`src/rtl/rxr_pkg.sv`:
```
package rxr_pkg;

   // Descriptor status word layout
   localparam int STAT_W    = 16;
   localparam int BIT_EMPTY = 15;
   localparam int BIT_WRAP  = 13;
   localparam int BIT_ERR   = 0;

   // Word select inside one descriptor slot
   typedef enum logic [1:0] {
      FLD_STATUS = 2'd0,
      FLD_LENGTH = 2'd1,
      FLD_BUFPTR = 2'd2,
      FLD_SPARE  = 2'd3
   } fld_e;

   // Register select inside the register region
   typedef enum logic [2:0] {
      REG_CTRL  = 3'd0,
      REG_BASE  = 3'd1,
      REG_EVENT = 3'd2,
      REG_RSTAT = 3'd3,
      REG_CUR   = 3'd4
   } reg_sel_e;

   // Status written back when a descriptor is handed to software
   function automatic logic [STAT_W-1:0] released_status(input logic [STAT_W-1:0] old_st,
                                                          input logic             bad);
      logic [STAT_W-1:0] s;
      s           = '0;
      s[BIT_WRAP] = old_st[BIT_WRAP];
      s[BIT_ERR]  = bad;
      return s;
   endfunction

endpackage

```
`src/rtl/rxr_desc_mem.sv`:
```
module rxr_desc_mem
   import rxr_pkg::*;
#(
   parameter int NUM_DESC = 8,
   parameter int IDX_W    = 3,
   parameter int LEN_W    = 16,
   parameter int PTR_W    = 32,
   parameter int DATA_W   = 32
) (
   input  logic              clk,
   input  logic              rst_n,
   input  logic              h_we,
   input  logic [IDX_W-1:0]  h_idx,
   input  logic [1:0]        h_fld,
   input  logic [DATA_W-1:0] h_wdata,
   output logic [DATA_W-1:0] h_rdata,
   input  logic              e_we,
   input  logic [IDX_W-1:0]  e_idx,
   input  logic [STAT_W-1:0] e_status,
   input  logic [LEN_W-1:0]  e_len,
   output logic [STAT_W-1:0] e_cur_status
);

   logic [STAT_W-1:0] st_all [NUM_DESC];
   logic [LEN_W-1:0]  ln_all [NUM_DESC];
   logic [PTR_W-1:0]  bp_all [NUM_DESC];

   for (genvar i = 0; i < NUM_DESC; i++) begin : g_ent
      logic [STAT_W-1:0] st_q;
      logic [LEN_W-1:0]  ln_q;
      logic [PTR_W-1:0]  bp_q;
      logic              e_hit, h_hit;

      assign e_hit = e_we && (e_idx == IDX_W'(i));
      assign h_hit = h_we && (h_idx == IDX_W'(i));

      // engine write wins over a host write to the same slot
      always_ff @(posedge clk or negedge rst_n) begin
         if (!rst_n) begin
            st_q <= '0;
            ln_q <= '0;
         end else if (e_hit) begin
            st_q <= e_status;
            ln_q <= e_len;
         end else if (h_hit) begin
            if (h_fld == FLD_STATUS) st_q <= h_wdata[STAT_W-1:0];
            if (h_fld == FLD_LENGTH) ln_q <= h_wdata[LEN_W-1:0];
         end
      end

      always_ff @(posedge clk or negedge rst_n) begin
         if (!rst_n)                             bp_q <= '0;
         else if (h_hit && h_fld == FLD_BUFPTR)  bp_q <= h_wdata[PTR_W-1:0];
      end

      assign st_all[i] = st_q;
      assign ln_all[i] = ln_q;
      assign bp_all[i] = bp_q;
   end

   always_comb begin
      h_rdata = '0;
      for (int i = 0; i < NUM_DESC; i++) begin
         if (h_idx == IDX_W'(i)) begin
            case (h_fld)
               FLD_STATUS: h_rdata = DATA_W'(st_all[i]);
               FLD_LENGTH: h_rdata = DATA_W'(ln_all[i]);
               FLD_BUFPTR: h_rdata = DATA_W'(bp_all[i]);
               default:    h_rdata = '0;
            endcase
         end
      end
   end

   always_comb begin
      e_cur_status = '0;
      for (int i = 0; i < NUM_DESC; i++) begin
         if (e_idx == IDX_W'(i)) e_cur_status = st_all[i];
      end
   end

endmodule

```
`src/rtl/rxr_ring_ctrl.sv`:
```
module rxr_ring_ctrl #(
   parameter int NUM_DESC = 8,
   parameter int IDX_W    = 3
) (
   input  logic             clk,
   input  logic             rst_n,
   input  logic             rx_en,
   input  logic             start,
   input  logic [IDX_W-1:0] base_idx,
   input  logic             fd_valid,
   input  logic             cur_empty,
   input  logic             cur_wrap,
   input  logic             busy_w1c,
   input  logic             halt_clr,
   output logic [IDX_W-1:0] cur_idx,
   output logic             halted,
   output logic             busy,
   output logic             accept
);

   localparam logic [IDX_W-1:0] LAST_IDX = IDX_W'(NUM_DESC - 1);
   localparam bit               IS_POW2  = ((NUM_DESC & (NUM_DESC - 1)) == 0);

   logic [IDX_W-1:0] cur_q, seq_next, nxt_idx;
   logic             halt_q, busy_q, stall;

   // Sequential successor: a power-of-two store rolls over by itself
   if (IS_POW2) begin : g_roll_free
      assign seq_next = cur_q + 1'b1;
   end else begin : g_roll_cmp
      assign seq_next = (cur_q == LAST_IDX) ? '0 : cur_q + 1'b1;
   end

   assign nxt_idx = cur_wrap ? base_idx : seq_next;
   assign accept  = fd_valid && rx_en && !halt_q &&  cur_empty;
   assign stall   = fd_valid && rx_en && !halt_q && !cur_empty;

   always_ff @(posedge clk or negedge rst_n) begin
      if (!rst_n)      cur_q <= '0;
      else if (start)  cur_q <= base_idx;
      else if (accept) cur_q <= nxt_idx;
   end

   always_ff @(posedge clk or negedge rst_n) begin
      if (!rst_n)        halt_q <= 1'b0;
      else if (stall)    halt_q <= 1'b1;
      else if (halt_clr) halt_q <= 1'b0;
   end

   // a new busy condition wins over a simultaneous clear
   always_ff @(posedge clk or negedge rst_n) begin
      if (!rst_n)        busy_q <= 1'b0;
      else if (stall)    busy_q <= 1'b1;
      else if (busy_w1c) busy_q <= 1'b0;
   end

   assign cur_idx = cur_q;
   assign halted  = halt_q;
   assign busy    = busy_q;

endmodule

```
`src/rtl/rxr_host_regs.sv`:
```
module rxr_host_regs
   import rxr_pkg::*;
#(
   parameter int NUM_DESC = 8,
   parameter int IDX_W    = 3,
   parameter int ADDR_W   = 6,
   parameter int DATA_W   = 32
) (
   input  logic              clk,
   input  logic              rst_n,
   input  logic [ADDR_W-1:0] host_addr,
   input  logic              host_we,
   input  logic [DATA_W-1:0] host_wdata,
   output logic [DATA_W-1:0] host_rdata,
   input  logic [DATA_W-1:0] desc_rdata,
   input  logic [IDX_W-1:0]  cur_idx,
   input  logic              halted,
   input  logic              busy,
   output logic              rx_en,
   output logic [IDX_W-1:0]  base_idx,
   output logic              start,
   output logic              busy_w1c,
   output logic              halt_clr,
   output logic              desc_we,
   output logic [IDX_W-1:0]  desc_idx,
   output logic [1:0]        desc_fld
);

   logic             reg_space;
   logic [2:0]       sel;
   logic             wr_ctrl, wr_base, wr_evt, wr_rstat, base_ok;
   logic             en_q;
   logic [IDX_W-1:0] base_q;

   assign reg_space = host_addr[ADDR_W-1];
   assign sel       = host_addr[2:0];
   assign desc_idx  = host_addr[ADDR_W-2:2];
   assign desc_fld  = host_addr[1:0];
   assign desc_we   = host_we && !reg_space;

   assign wr_ctrl  = host_we && reg_space && (sel == REG_CTRL);
   assign wr_base  = host_we && reg_space && (sel == REG_BASE);
   assign wr_evt   = host_we && reg_space && (sel == REG_EVENT);
   assign wr_rstat = host_we && reg_space && (sel == REG_RSTAT);
   assign base_ok  = (host_wdata < DATA_W'(NUM_DESC));

   assign start    = wr_ctrl && host_wdata[0] && !en_q;
   assign busy_w1c = wr_evt && host_wdata[0];
   assign halt_clr = wr_rstat && host_wdata[0];

   always_ff @(posedge clk or negedge rst_n) begin
      if (!rst_n)       en_q <= 1'b0;
      else if (wr_ctrl) en_q <= host_wdata[0];
   end

   always_ff @(posedge clk or negedge rst_n) begin
      if (!rst_n)                  base_q <= '0;
      else if (wr_base && base_ok) base_q <= host_wdata[IDX_W-1:0];
   end

   always_comb begin
      host_rdata = '0;
      if (!reg_space) begin
         host_rdata = desc_rdata;
      end else begin
         case (sel)
            REG_CTRL:  host_rdata = DATA_W'(en_q);
            REG_BASE:  host_rdata = DATA_W'(base_q);
            REG_EVENT: host_rdata = DATA_W'(busy);
            REG_RSTAT: host_rdata = DATA_W'(halted);
            REG_CUR:   host_rdata = DATA_W'(cur_idx);
            default:   host_rdata = '0;
         endcase
      end
   end

   assign rx_en    = en_q;
   assign base_idx = base_q;

endmodule

```
`src/rtl/rxd_ring_engine.sv`:
```
module rxd_ring_engine
   import rxr_pkg::*;
#(
   parameter int  NUM_DESC = 8,
   parameter int  LEN_W    = 16,
   parameter int  PTR_W    = 32,
   parameter int  DATA_W   = 32,
   localparam int IDX_W    = (NUM_DESC > 1) ? $clog2(NUM_DESC) : 1,
   localparam int ADDR_W   = IDX_W + 3
) (
   input  logic              clk,
   input  logic              rst_n,
   input  logic              fd_valid,
   input  logic [LEN_W-1:0]  fd_len,
   input  logic              fd_err,
   input  logic [ADDR_W-1:0] host_addr,
   input  logic              host_we,
   input  logic [DATA_W-1:0] host_wdata,
   output logic [DATA_W-1:0] host_rdata
);

   initial begin
      if (NUM_DESC < 2)      $fatal(1, "NUM_DESC must be at least 2");
      if (DATA_W < STAT_W)   $fatal(1, "DATA_W must hold a status word");
      if (LEN_W > DATA_W)    $fatal(1, "LEN_W must not exceed DATA_W");
      if (PTR_W > DATA_W)    $fatal(1, "PTR_W must not exceed DATA_W");
      if (DATA_W < IDX_W)    $fatal(1, "DATA_W must hold an index");
   end

   logic              rx_en, start, busy_w1c, halt_clr;
   logic              desc_we, accept, halted, busy;
   logic [IDX_W-1:0]  base_idx, cur_idx, desc_idx;
   logic [1:0]        desc_fld;
   logic [DATA_W-1:0] desc_rdata;
   logic [STAT_W-1:0] cur_status, new_status;
   logic              cur_empty, cur_wrap;

   assign cur_empty  = cur_status[BIT_EMPTY];
   assign cur_wrap   = cur_status[BIT_WRAP];
   assign new_status = released_status(cur_status, fd_err);

   rxr_host_regs #(
      .NUM_DESC (NUM_DESC),
      .IDX_W    (IDX_W),
      .ADDR_W   (ADDR_W),
      .DATA_W   (DATA_W)
   ) u_regs (
      .clk        (clk),
      .rst_n      (rst_n),
      .host_addr  (host_addr),
      .host_we    (host_we),
      .host_wdata (host_wdata),
      .host_rdata (host_rdata),
      .desc_rdata (desc_rdata),
      .cur_idx    (cur_idx),
      .halted     (halted),
      .busy       (busy),
      .rx_en      (rx_en),
      .base_idx   (base_idx),
      .start      (start),
      .busy_w1c   (busy_w1c),
      .halt_clr   (halt_clr),
      .desc_we    (desc_we),
      .desc_idx   (desc_idx),
      .desc_fld   (desc_fld)
   );

   rxr_ring_ctrl #(
      .NUM_DESC (NUM_DESC),
      .IDX_W    (IDX_W)
   ) u_ctrl (
      .clk       (clk),
      .rst_n     (rst_n),
      .rx_en     (rx_en),
      .start     (start),
      .base_idx  (base_idx),
      .fd_valid  (fd_valid),
      .cur_empty (cur_empty),
      .cur_wrap  (cur_wrap),
      .busy_w1c  (busy_w1c),
      .halt_clr  (halt_clr),
      .cur_idx   (cur_idx),
      .halted    (halted),
      .busy      (busy),
      .accept    (accept)
   );

   rxr_desc_mem #(
      .NUM_DESC (NUM_DESC),
      .IDX_W    (IDX_W),
      .LEN_W    (LEN_W),
      .PTR_W    (PTR_W),
      .DATA_W   (DATA_W)
   ) u_mem (
      .clk          (clk),
      .rst_n        (rst_n),
      .h_we         (desc_we),
      .h_idx        (desc_idx),
      .h_fld        (desc_fld),
      .h_wdata      (host_wdata),
      .h_rdata      (desc_rdata),
      .e_we         (accept),
      .e_idx        (cur_idx),
      .e_status     (new_status),
      .e_len        (fd_len),
      .e_cur_status (cur_status)
   );

endmodule

```
`config.mk`:
```
export PLATFORM = sky130hd
export DESIGN_NAME = rxd_ring_engine
export DESIGN_NICKNAME = d
export VERILOG_FILES = /design/src/rtl/rxr_pkg.sv /design/src/rtl/rxr_desc_mem.sv /design/src/rtl/rxr_ring_ctrl.sv /design/src/rtl/rxr_host_regs.sv /design/src/rtl/rxd_ring_engine.sv
export SDC_FILE = /design/constraint.sdc
export NUM_CORES = 1
export LEC_CHECK = 0
export BUFFER_PORTS_ARGS = -buffer_cell sky130_fd_sc_hd__buf_2
export CORE_UTILIZATION = 30
export DETAILED_ROUTE_END_ITERATION = 12
export GPL_TIMING_DRIVEN = 0
export REMOVE_ABC_BUFFERS = 1
export SYNTH_ARGS = -nofsm -noshare
export SYNTH_HDL_FRONTEND = slang
export SYNTH_HIERARCHICAL = 1
export SYNTH_SLANG_ARGS = --single-unit
```
`constraint.sdc`:
```
create_clock -name clk -period 3.15 [get_ports clk]
set_clock_uncertainty 0.05 [all_clocks]
set_input_delay 0.1575 -clock clk [delete_from_list [all_inputs] [get_ports clk]]
set_output_delay 0.1575 -clock clk [all_outputs]
set_load 0.05 [all_outputs]
```
# After elaboration in Yosys (flattened, before gate mapping)

Index checks and enable logic that the tools add are counted.

Add/subtract/negate cells: 1
$lt $le $gt $ge: 1
Equal/unequal tests: 20
Mux-type cells: 67
Reductions and logical operators: 90

Operators by type and width:

| kind                  | number |
|---|---|
| $pmux W32 S3          | 8 |
| $mux W16              | 42 |
| $mux W32              | 9 |
| $reduce_bool A2 Y1    | 27 |
| $logic_and A1 B1 Y1   | 39 |
| $lt A32 B4 Y1 const B | 1 |
| $reduce_and A2 Y1     | 16 |
| $eq A3 B3 Y1 const B  | 9 |
| $eq A3 B2 Y1 const B  | 6 |
| $pmux W3 S5           | 1 |
| $eq A3 B1 Y1 const B  | 3 |
| $logic_not A3 Y1      | 3 |
| $mux W3               | 3 |
| $logic_not A1 Y1      | 4 |
| $mux W1               | 4 |
| $add A3 B1 Y3 const B | 1 |
| $eq A2 B1 Y1 const B  | 1 |
| $eq A2 B2 Y1 const B  | 1 |
| $logic_not A2 Y1      | 1 |

Bits in registers: 521
Bits of input ports: 59
Output and inout bits: 32
Logic and storage cells: 208

# Longest topological paths before layout

Word-level depth: 13
Mapped depth: 15
Depth with buffers taken out: 10

# Hierarchy

The synthesis kept the hierarchy.

By module, submodules not included:

| module          | instances | cells an instance | area an instance (µm²) | seq. area each (µm²) |
|---|---|---|---|---|
| rxr_desc_mem    | 1         | 2606              | 27486.4                | 12812.3 |
| rxr_host_regs   | 1         | 81                | 619.3                  | 100.1 |
| rxr_ring_ctrl   | 1         | 31                | 302.8                  | 125.1 |
| rxd_ring_engine | 1         | 1                 | 3.8                    | 0.0 |

# Worst setup path after synthesis

OpenSTA, ideal clock, no wires.

Path kind: flip-flop to flip-flop
Start: register u_ctrl.cur_q[0] (netlist: u_ctrl/cur_idx[0])
End: register u_mem.g_ent[1].st_q[13]
Library setup time: 0.083 ns
Arrival time: 3.039 ns
Required time: 3.017 ns
Setup slack: -0.022 ns
Stages on the path, launching flop included: 15
Path buffers: 6
Period minus slack after synthesis: 3.172 ns
Cells stage by stage: dfrtp_1 buf_2 clkbuf_1 buf_1 nand2_1 o221ai_1 a22o_1 and4b_1 buf_6 clkbuf_1 nand2_1 nor3_1 clkbuf_1 nand2_1 o21ai_0

Longest elaborated chain between the ends: 13
Elaborated cells between the ends (all ways): 22
Classes of those cells: eq/ne: 7; mux: 9; reduce/logical: 6

RTL lines:

| element                      | RTL line              | RTL |
|---|---|---|
| from (decl)                  | rxr_ring_ctrl.sv:24   | `logic [IDX_W-1:0] cur_q, seq_next, nxt_idx;` |
| from (signal assigned)       | rxr_ring_ctrl.sv:40   | `else if (start) cur_q <= base_idx;` |
| from (signal assigned)       | rxr_ring_ctrl.sv:41   | `else if (accept) cur_q <= nxt_idx;` |
| $logic_not A3 Y1             | rxr_desc_mem.sv:78    | `if (e_idx == IDX_W'(i)) e_cur_status = st_all[i];` |
| $mux W16 (7 in series)       | rxr_desc_mem.sv:78    |  |
| $mux W16 *                   | rxr_desc_mem.sv:78    |  |
| net cur_status[15]           | rxd_ring_engine.sv:35 | `logic [STAT_W-1:0] cur_status, new_status;` |
| $logic_and A1 B1 Y1 *        | rxr_ring_ctrl.sv:35   | `assign accept = fd_valid && rx_en && !halt_q && cur_empty;` |
| net accept                   | rxd_ring_engine.sv:31 | `logic desc_we, accept, halted, busy;` |
| $logic_and A1 B1 Y1 *        | rxr_desc_mem.sv:34    | `assign e_hit = e_we && (e_idx == IDX_W'(i));` |
| $reduce_bool A2 Y1 (no line) | --                    |  |
| $reduce_and A2 Y1 (no line)  | --                    |  |
| to (signal assigned)         | rxr_desc_mem.sv:43    | `st_q <= e_status;` |
| to (signal assigned)         | rxr_desc_mem.sv:46    | `if (h_fld == FLD_STATUS) st_q <= h_wdata[STAT_W-1:0];` |
| to (decl)                    | rxr_desc_mem.sv:29    | `logic [STAT_W-1:0] st_q;` |

Mark *: on every way through the listed nets, which the timed path passes. The rest lies on a longest branch.
A chain may end at the register's enable or synchronous reset.

# Worst setup path after layout

Start: input port host_addr[1]
End: output port host_rdata[11]

Longest elaborated chain between the ends: 11
Elaborated cells between the ends (all ways): 20
Classes of those cells: eq/ne: 2; mux: 17; reduce/logical: 1

RTL lines:

| element                              | RTL line              | RTL |
|---|---|---|
| from (decl)                          | rxd_ring_engine.sv:16 | `input logic [ADDR_W-1:0] host_addr,` |
| $eq A2 B2 Y1 (tied with other cells) | rxr_desc_mem.sv:65    | `case (h_fld)` |
| $pmux W32 S3                         | rxr_desc_mem.sv:65    |  |
| $mux W32 (7 in series)               | rxr_desc_mem.sv:64    | `if (h_idx == IDX_W'(i)) begin` |
| $mux W32 *                           | rxr_desc_mem.sv:64    |  |
| net desc_rdata[11]                   | rxd_ring_engine.sv:34 | `logic [DATA_W-1:0] desc_rdata;` |
| $mux W32 *                           | rxr_host_regs.sv:63   | `if (!reg_space) begin` |
| to (decl)                            | rxd_ring_engine.sv:19 | `output logic [DATA_W-1:0] host_rdata` |

Marks and branches as above.

==> flow_metrics.env <==
export IMPL_type_of_the_worst_setup_path="primary input to primary output"
export IMPL_worst_path_dominant_cell_family="buffers and inverters"
export IMPL_mappedNetlistArea_um2=27510
export IMPL_clock_tree_buffer_depth=3
export IMPL_routabilityCongestion=0.7441
export IMPL_post_route_drc_count=0
export IMPL_layout_cells_most_common="sky130_fd_sc_hd__dfrtp_1"
export IMPL_worstRegToRegCells=10
export IMPL_clock_pin_slew_on_the_worst_setup_and_hold_paths_ns=0.06
export IMPL_post_route_period_util=0.9801
export IMPL_postSynthAreaPerCell_um2=10.64
export IMPL_cts_root_buf="sky130_fd_sc_hd__clkbuf_16"
export IMPL_clock_sink_count=521
export IMPL_wire_per_inst_um=23.73
export IMPL_layout_drive_gt1_share=0.2237
export IMPL_dp_final_hpwl_mm=49.58
export IMPL_layout_area_overhead_vs_synth_pct=15.45
export IMPL_worst_endpoint_arrival_ns=2.88
export IMPL_worst_setup_path_start_kind="primary input"
export IMPL_ff2ff_setup_slack_ns=0.07
export IMPL_die_h_um=304.8
export IMPL_timing_hold_violations_final=0
export IMPL_grt_overflow=0
export IMPL_die_width_um=304.8
export IMPL_tightest_slew_ns=1.108
export IMPL_fin_ws_ns=0.06257
export IMPL_synthCells=2585
export IMPL_tritoncts_clock_tree="yes"
export IMPL_design_final_nets=2634
export IMPL_min_delay_path_depth=3
export IMPL_floorplan_io_pins=91
export IMPL_worstReg2RegEnd="u_mem/g_ent[7].st_q[9]"
export IMPL_hold_path_endpoint="u_mem/g_ent[6].st_q[6]"
export IMPL_setup_violations_final=0
export IMPL_grt_max_degree=109
export IMPL_fmax_ghz=0.3239
export IMPL_outcome="finished, final reports clean"
export IMPL_min_path_type="primary input to flip-flop"
export IMPL_grt_pass1_wl_mm=133.9
export IMPL_core_um2=90420
export IMPL_detailedRoute_firstPassIterationCount=6
export IMPL_critical_path_cell_chain="buf_16 > buf_16 > nor2b_4 > buf_4 > buf_12 > o2bb2ai_1 > a221oi_1 > nor3_1 > or3_1 > nor2b_1 > buf_2"
export IMPL_ys_warn_count=6
export IMPL_via_count_of_the_first_global_routing_pass=20410
export IMPL_floorplan_initialDensity=0.3042
export IMPL_detailroute_via_count=20480
export IMPL_final_core_utilization=0.3513
export IMPL_post_drt_via_cell_ratio=5.407
export IMPL_worst_setup_path_end_kind="primary output"
export IMPL_htree_levels=2
export IMPL_worstPathMaxFanout=57
export IMPL_post_place_cells=3633
export IMPL_peakVddDrop_uv=380.8
export IMPL_cpMostUsedCell="sky130_fd_sc_hd__buf_16"
export IMPL_post_layout_nonfiller_instances=3787
export IMPL_io_buffer_count=90
export IMPL_holdCritStartpoint="host_wdata[6]"
export IMPL_cp_slowest_cell="sky130_fd_sc_hd__a221oi_1"
export IMPL_worstPathBufferInverterCount=5
export IMPL_num_antenna_cells=0
export IMPL_initial_drt_markers=1874
export IMPL_floorplan_rows=110
export IMPL_r2r_start="u_ctrl/cur_idx[1]"
export IMPL_antenna_found_initial=3
export IMPL_clock_insertion_delay_worst_skew_ns=0.61
export IMPL_power_per_cell_area_nw_per_um2=543.7
export IMPL_cp_required_ns=2.94
export IMPL_slew_headroom=0.2611
export IMPL_fin_crit_ns=3.087
export IMPL_p_leak_uw=0.01458
export IMPL_max_cap_viol_count=0
export IMPL_post_placement_worst_setup_slack_ns=-2.091
export IMPL_final_wirelength_mm=89.88
export IMPL_grt_total_usage=0.1879
export IMPL_top_library_cells_by_usage_in_the_layout_fill_and_taps_aside="518 x sky130_fd_sc_hd__dfrtp_1, 389 x sky130_fd_sc_hd__mux2i_1, 281 x sky130_fd_sc_hd__mux2_2"
export IMPL_report_final_slew_viol_count=0
export IMPL_design_die_area_um2=92920
export IMPL_slowest_delay_ns=0.49
export IMPL_antenna_violating_nets_post_route=0
export IMPL_cts_made_buffers=53
[worst max path at each step]
| stage | depth (start not counted) | startpoint | to |
|---|---|---|---|
| floorplan | 9 | u_ctrl/cur_idx[2] | u_mem/g_ent[1].ln_q[0] |
| global placement | 9 | host_addr[1] | host_rdata[2] |
| detailed placement | 9 | host_addr[2] | host_rdata[1] |
| CTS | 11 | u_ctrl/cur_idx[2] | u_mem/g_ent[0].st_q[5] |
| global route | 10 | u_ctrl/cur_idx[1] | u_mem/g_ent[5].ln_q[5] |
| finish | 11 | host_addr[1] | host_rdata[11] |
[state kept, by name, summed over array words and instances (netlist names)]
name	cells
u_mem/g_ent.bp_q	256
u_mem/g_ent.ln_q	128
u_mem/g_ent.st_q	128
u_ctrl/cur_idx	3
u_regs/base_idx	3
u_ctrl/busy	1
u_ctrl/halted	1
u_regs/rx_en	1
[routing by layer]
metal	wire, µm	track usage	vias up
li1	-	-	9175
met1	39070	0.2528	10360
met2	42070	0.3038	750
met3	5706	0.03018	188
met4	3001	0.06765	6
met5	34	0	-
[per-stage QoR]
stage / setup TNS (ns) / hold WS (ns) / cell area, µm² / power (µW)
after CTS: 0 / 0.02896 / 31630 / 17330
after global placement: -7518.33 / 0.3983 / 28160 / 10880
final: 0 / 0.04973 / 31760 / 17270
after detailed placement: -479.03 / 0.1120 / 29250 / 11020
after global routing: -0.001742 / 0.07139 / 31760 / 18040
after floorplan: -147.01 / -0.1881 / 26240 / 9962
[tightest hold or removal path, stage by stage]
cell	delay (ns)
sky130_fd_sc_hd__buf_2	0.25
sky130_fd_sc_hd__mux2i_1	0.18
sky130_fd_sc_hd__a21oi_1	0.08
[timing repair]
item | 4_1_cts | 5_1_grt
gates cloned | 6 | 3
pin swaps | 6 | 2
resized for setup | 47 | 5
setup buffers | 10 | 7
setup endpoints to repair | 436 | 141
hold endpoints to repair | 363 | 0
hold buffers | 36 | 0
[report_power, final]
| part | switching, µW | total [µW] | internal [µW] | leakage, µW |
|---|---|---|---|---|
| Sequential | 586 | 8300 | 7720 | 0.00690 |
| Combinational | 1480 | 2770 | 1290 | 0.00686 |
| Clock | 2710 | 6200 | 3480 | 0.000821 |
[area by class of cell]
class / instances / area (µm²)
Fill cell: 8841 / 58660
Multi-Input combinational cell: 1799 / 13560
Sequential cell: 521 / 13050
Timing Repair Buffer: 191 / 1987
Clock buffer: 83 / 1612
Tap cell: 1176 / 1471
Clock inverter: 9 / 51.30
Inverter: 8 / 30.03
No activity file was read; power rests on OpenSTA's default activity.
